[config.mk]
export PLATFORM = sky130hd
export DESIGN_NAME = fetch_target_cache
export DESIGN_NICKNAME = d
export VERILOG_FILES = /design/src/rtl/ftc_pkg.sv /design/src/rtl/ftc_match.sv /design/src/rtl/ftc_store.sv /design/src/rtl/fetch_target_cache.sv
export SDC_FILE = /design/constraint.sdc
export NUM_CORES = 2
export LEC_CHECK = 0
export ABC_CLOCK_PERIOD_IN_PS = 3400
export BUFFER_PORTS_ARGS = -buffer_cell sky130_fd_sc_hd__buf_2
export CELL_PAD_IN_SITES_DETAIL_PLACEMENT = 1
export CELL_PAD_IN_SITES_GLOBAL_PLACEMENT = 1
export CORE_MARGIN = 3
export CORE_UTILIZATION = 30
export CTS_CLUSTER_DIAMETER = 120
export DETAILED_ROUTE_END_ITERATION = 16
export PLACE_DENSITY = 0.51
export SLEW_MARGIN = 40
export SYNTH_ARGS = -nofsm -noshare
export SYNTH_HDL_FRONTEND = slang
export SYNTH_SLANG_ARGS = --single-unit
[constraint.sdc]
create_clock -name clk -period 3.4 [get_ports clk]
set_input_delay 0.17 -clock clk [delete_from_list [all_inputs] [get_ports clk]]
set_output_delay 0.17 -clock clk [all_outputs]
set_load 0.02 [all_outputs]
[src/rtl/ftc_pkg.sv]
package ftc_pkg;
  localparam int PC_W = 32;
  typedef logic [PC_W-1:0] pc_t;
  typedef logic [1:0]      conf_t;
  localparam conf_t CONF_MAX     = 2'b11;
  localparam conf_t CONF_MIN     = 2'b00;
  localparam conf_t CONF_NEW     = 2'b10;
  localparam pc_t   SEQ_STEP     = pc_t'(4);

  typedef struct packed {
    logic  valid;
    pc_t   tag;
    conf_t conf;
    pc_t   dest;
  } slot_t;
endpackage

[src/rtl/ftc_match.sv]
module ftc_match
  import ftc_pkg::*;
#(
  parameter int SLOTS = 16,
  localparam int IW = (SLOTS > 1) ? $clog2(SLOTS) : 1
) (
  input  slot_t [SLOTS-1:0] slots,
  input  pc_t               key,
  output logic              hit,
  output logic [IW-1:0]     idx
);
  logic [SLOTS-1:0] eq;

  for (genvar s = 0; s < SLOTS; s++) begin : g_cmp
    assign eq[s] = slots[s].valid && (slots[s].tag == key);
  end

  always_comb begin
    idx = '0;
    for (int s = SLOTS - 1; s >= 0; s--) begin
      if (eq[s]) idx = IW'(s);
    end
  end

  assign hit = |eq;
endmodule

[src/rtl/ftc_store.sv]
module ftc_store
  import ftc_pkg::*;
#(
  parameter int SLOTS = 16,
  localparam int IW = (SLOTS > 1) ? $clog2(SLOTS) : 1
) (
  input  logic              clk,
  input  logic              rst_n,
  input  logic              upd_valid,
  input  pc_t               upd_pc,
  input  logic              upd_taken,
  input  pc_t               upd_dest,
  input  logic              upd_hit,
  input  logic [IW-1:0]     upd_idx,
  output slot_t [SLOTS-1:0] slots
);
  logic [IW-1:0] rr_ptr;
  logic [IW-1:0] free_idx;
  logic          any_free;
  logic [IW-1:0] victim;
  logic          do_alloc;
  logic          do_train;

  always_comb begin
    free_idx = '0;
    any_free = 1'b0;
    for (int s = SLOTS - 1; s >= 0; s--) begin
      if (!slots[s].valid) begin
        free_idx = IW'(s);
        any_free = 1'b1;
      end
    end
  end

  assign victim   = any_free ? free_idx : rr_ptr;
  assign do_alloc = upd_valid && !upd_hit && upd_taken;
  assign do_train = upd_valid && upd_hit;

  always_ff @(posedge clk or negedge rst_n) begin
    if (!rst_n) begin
      rr_ptr <= '0;
    end else if (do_alloc && !any_free) begin
      rr_ptr <= (rr_ptr == IW'(SLOTS - 1)) ? '0 : rr_ptr + 1'b1;
    end
  end

  for (genvar s = 0; s < SLOTS; s++) begin : g_slot
    logic alloc_here;
    logic train_here;
    assign alloc_here = do_alloc && (victim == IW'(s));
    assign train_here = do_train && (upd_idx == IW'(s));

    always_ff @(posedge clk or negedge rst_n) begin
      if (!rst_n) begin
        slots[s] <= '0;
      end else if (alloc_here) begin
        slots[s].valid <= 1'b1;
        slots[s].tag   <= upd_pc;
        slots[s].conf  <= CONF_NEW;
        slots[s].dest  <= upd_dest;
      end else if (train_here) begin
        if (upd_taken) begin
          slots[s].dest <= upd_dest;
          if (slots[s].conf != CONF_MAX) slots[s].conf <= slots[s].conf + 1'b1;
        end else begin
          if (slots[s].conf != CONF_MIN) slots[s].conf <= slots[s].conf - 1'b1;
        end
      end
    end
  end
endmodule

[src/rtl/fetch_target_cache.sv]
module fetch_target_cache
  import ftc_pkg::*;
#(
  parameter int SLOTS = 16,
  localparam int IW = (SLOTS > 1) ? $clog2(SLOTS) : 1
) (
  input  logic            clk,
  input  logic            rst_n,
  input  logic [PC_W-1:0] fetch_pc,
  output logic [PC_W-1:0] next_pc,
  output logic            pred_hit,
  output logic            pred_taken,
  input  logic            resolve_valid,
  output logic            resolve_ready,
  input  logic [PC_W-1:0] resolve_pc,
  input  logic            resolve_taken,
  input  logic [PC_W-1:0] resolve_target,
  input  logic            mispredict,
  input  logic [PC_W-1:0] redirect_pc
);
  slot_t [SLOTS-1:0] slots;
  logic              f_hit;
  logic [IW-1:0]     f_idx;
  logic              r_hit;
  logic [IW-1:0]     r_idx;
  logic              accept;

  assign resolve_ready = 1'b1;
  assign accept        = resolve_valid && resolve_ready;

  ftc_match #(.SLOTS(SLOTS)) u_fetch_match (
    .slots (slots),
    .key   (fetch_pc),
    .hit   (f_hit),
    .idx   (f_idx)
  );

  ftc_match #(.SLOTS(SLOTS)) u_resolve_match (
    .slots (slots),
    .key   (resolve_pc),
    .hit   (r_hit),
    .idx   (r_idx)
  );

  ftc_store #(.SLOTS(SLOTS)) u_store (
    .clk       (clk),
    .rst_n     (rst_n),
    .upd_valid (accept),
    .upd_pc    (resolve_pc),
    .upd_taken (resolve_taken),
    .upd_dest  (resolve_target),
    .upd_hit   (r_hit),
    .upd_idx   (r_idx),
    .slots     (slots)
  );

  assign pred_hit   = f_hit;
  assign pred_taken = f_hit && slots[f_idx].conf[1];

  always_comb begin
    if (mispredict)      next_pc = redirect_pc;
    else if (pred_taken) next_pc = slots[f_idx].dest;
    else                 next_pc = fetch_pc + SEQ_STEP;
  end
endmodule

==> metrics.md <==
| Metric | Value |
|---|---|
| Leading area contributor after synthesis | `dfrtp_1` |
| Fin crit period | `about 5.3 ns` |
| Crit path DAT | `5.09 ns` |
| Sink Count | `between 1000 and 1500` |
| Largest net degree at the start of global routing | `a little over 90` |
| Synth top cells by count | `dfrtp_1, mux2_2, xor2_1` |
| Vias in the first global route | `approximately 57000` |
| Vias post-DR | `roughly 54000` |
| Die width | `around 470 um` |
| TritonCTS clock tree | `built` |
| Ys async rst share | `1.00` |
| Port-buffer cells | `166` |
| Clk buf depth | `3` |
| Initial DRC count | `around 3500` |
| Avg Cell Area, Syn | `~11 um2` |
| Drt total wl | `roughly 320000 um` |
| Synthesized cell area | `0.0633 mm2` |
| Synth top area cells | `dfrtp_1, mux2_2, xor2_1` |
| Design area | `approximately 0.089 mm2` |
| Yosys Warn Count | `0` |
| Pwr dens | `~680 mW/mm2` |
| I/O pins | `~170` |
| Relative slew slack | `0.419` |
| Slew at the pin with the worst max-slew slack | `between 0.8 and 0.9 ns` |
| Mapped Nets | `approximately 6000` |
| Congestion Overflow GR | `0` |
| CP required | `3.23 ns` |
| Synth cell types | `103` |
| Final setup TNS | `-667.31 ns` |
| Starting density of the core | `0.304` |
| Final antenna-violating net count | `0` |
| Post-DP HPWL | `229000 um` |
| Placed Area | `slightly above 0.08 mm2` |
| Post-synth top area share | `0.425` |
| Post-synth EDFFs | `0` |
| Clock-pin slew on the worst setup and hold paths | `roughly 0.060 ns` |
| Setup ws final | `-1.86 ns` |
| Failing checks | `negative setup slack` |
| Max-Cap Viols | `0` |
| P&R area growth vs syn | `40.1%` |
| Num CTS Buffers | `~140` |
| Nets | `7483` |
| Cell count after synthesis | `5712` |
| Max Freq | `0.190 GHz` |
| Worst min path class | `input pin to flip-flop` |
| Wirelength per Cell | `30.8 um` |
| Fin Clk Skew | `around 0.062 ns` |
| First-pass GRT wire length | `between 400000 and 500000 um` |
| FP Rows | `around 170` |
| Layout cell share with drive strength beyond 1 | `0.459` |
| Core footprint | `between 0.2 and 0.25 mm2` |
| Worst vdd ir | `approximately 0.6 mV` |
| Pre-CTS WS | `-1.68 ns` |
| GP Congestion | `approximately 0.95` |
| Remaining routing DRC violations | `0` |
| Filler Cell Count | `roughly 23000` |
| Synth Flop Type | `dfrtp_1` |
| Die area | `around 0.22 mm2` |
| Post-DR vias/cell | `approximately 5.3` |
| Startpoint types | `flip-flop` |
| Clk Latency, worst-skew pair | `between 0.8 and 0.9 ns` |
| Leak | `around 41 nW` |
| Crit end category | `output pin` |
| Slew Viols, Final | `0` |
| Initial antenna violation count | `9` |
| Crit Path Max Fanout | `8` |
| Most common cell in the netlist | `dfrtp_1` |
| CTS H-tree depth | `4` |
| Seq cells post-synth | `approximately 1100` |
| Seq/Total Area, Yosys | `0.425` |
| All-Layer GR Usage | `0.284` |
| Final Cycle Share | `1.55` |
| Unrepaired setup endpoints after global routing | `yes` |
| Chip Height | `approximately 470 um` |
| Final hold violations | `0` |
| Pre-Repair DR Iteration Count | `5` |
| Status | `complete, but fails checks` |
| # setup viols final | `1105` |
| CTS root buf | `clkbuf_16` |
| Setup Crit Path Kind | `flip-flop to output pin` |
cell families after synthesis:
kind of cell	synth area share
flip-flops	0.425
adder cells (fa/ha/maj)	0.000395
buffers and inverters	0.0404
XOR/XNOR	0.145
AND/OR/NAND/NOR	0.132
AO/OA/AOI/OAI	0.0410
multiplexers	0.216
other	0.0000592
per-layer routing:
layer / track usage / wire length, um / vias up
li1: - / - / 23654
met1: 0.356 / 132000 / 28194
met2: 0.482 / 151000 / 1397
met3: 0.0365 / 13100 / 599
met4: 0.141 / 19200 / 0
met5: 0 / 0 / -
power breakdown:
group | switching (W) | leakage [nW] | internal, W
Combinational | 0.0116 | 24.8 | 0.0130
Clock | 0.00656 | 2.26 | 0.00854
Sequential | 0.00344 | 14.2 | 0.0170
Total | 0.0216 | 41.3 | 0.0385
worst max-delay path: stages, from the launching register on:
cell and delay (ns):
dfrtp_1 0.43, xor2_1 0.19, buf_4 0.15, nor4_1 0.27
nand3_1 0.18, or4_4 0.57, o211ai_4 0.13, a311oi_4 0.13
buf_12 0.16, o21a_4 0.26, mux2_4 0.33, nand2b_4 0.14
and3_4 0.16, a22o_4 0.24, buf_12 0.15, buf_12 0.13
buf_8 0.12, buf_6 0.11, o311ai_4 0.22, buf_6 0.16
area by class of cell:
class	count	area (um2)	area share
clock inverter	43	658	0.00742
multi-input combinational	4171	35900	0.405
antenna	6	15.0	0.000169
sequential	1076	26900	0.304
timing repair buffer	1921	17500	0.198
inverter	39	146	0.00165
tap	2788	3490	0.0393
clock buffer	202	4000	0.0450
registers in the layout, indices dropped and copies added, names as in the netlist:
signal and count:
u_store.slots 1072, u_store.rr_ptr 4
through the flow:
step	power [W]	instances	hold slack (ns)	util
after global routing	0.0630	10241	0.00930	0.425
final	0.0601	10246	0.0466	0.425
after floorplan	0.0316	5712	-0.126	-
after global placement	0.0432	9842	0.263	0.386
after detailed placement	0.0438	9842	0.241	0.386
after CTS	0.0598	10207	0.00155	0.420
worst paths after layout:
check	from	to	slack [ns]	cells past startpoint
worst min-delay path	resolve_pc[28]	u_store.slots[799]	0.05	4
worst max-delay path	u_store.slots[802]	next_pc[5]	-1.86	19
worst max register to register	u_store.slots[860]	u_store.slots[546]	-0.76	18
max in group asynchronous	rst_n	u_store.slots[642]	1.64	5
worst min register to register	u_store.slots[290]	u_store.slots[290]	0.49	1
min in group asynchronous	rst_n	u_store.slots[303]	0.53	3
cell usage in the layout, fill, tap and decap left out, types with 38 or more instances in the layout:
| master | synthesis | routed |
|---|---|---|
| and3_1 | 48 | 45 |
| mux2i_1 | 157 | 147 |
| buf_6 | 39 | 70 |
| inv_1 | 39 | 39 |
| buf_4 | 82 | 1394 |
| clkbuf_16 | 0 | 143 |
| mux2_1 | 50 | 47 |
| nand2_1 | 410 | 402 |
| nand3_1 | 177 | 167 |
| dlygate4sd3_1 | 0 | 79 |
| buf_12 | 0 | 215 |
| nor3_1 | 88 | 79 |
| mux2_2 | 976 | 965 |
| mux2_4 | 35 | 49 |
| o21ai_0 | 54 | 42 |
| buf_2 | 167 | 136 |
| xor2_1 | 691 | 675 |
| nor4_1 | 290 | 238 |
| nor2_1 | 116 | 106 |
| nor4_2 | 1 | 45 |
| dfrtp_1 | 1076 | 1060 |
| xnor2_1 | 356 | 318 |
| a21oi_1 | 42 | 38 |
| nand4_1 | 175 | 175 |
timing repair:
item	4_1_cts	5_1_grt
endpoints found under the hold margin	1184	1
pin swaps	83	74
hold buffers	93	1
cloned	6	4
gates resized for setup	253	183
buffers inserted	21	35
endpoints found under the setup margin	1110	1110
Note: power is estimated with default switching activity, not from simulation.
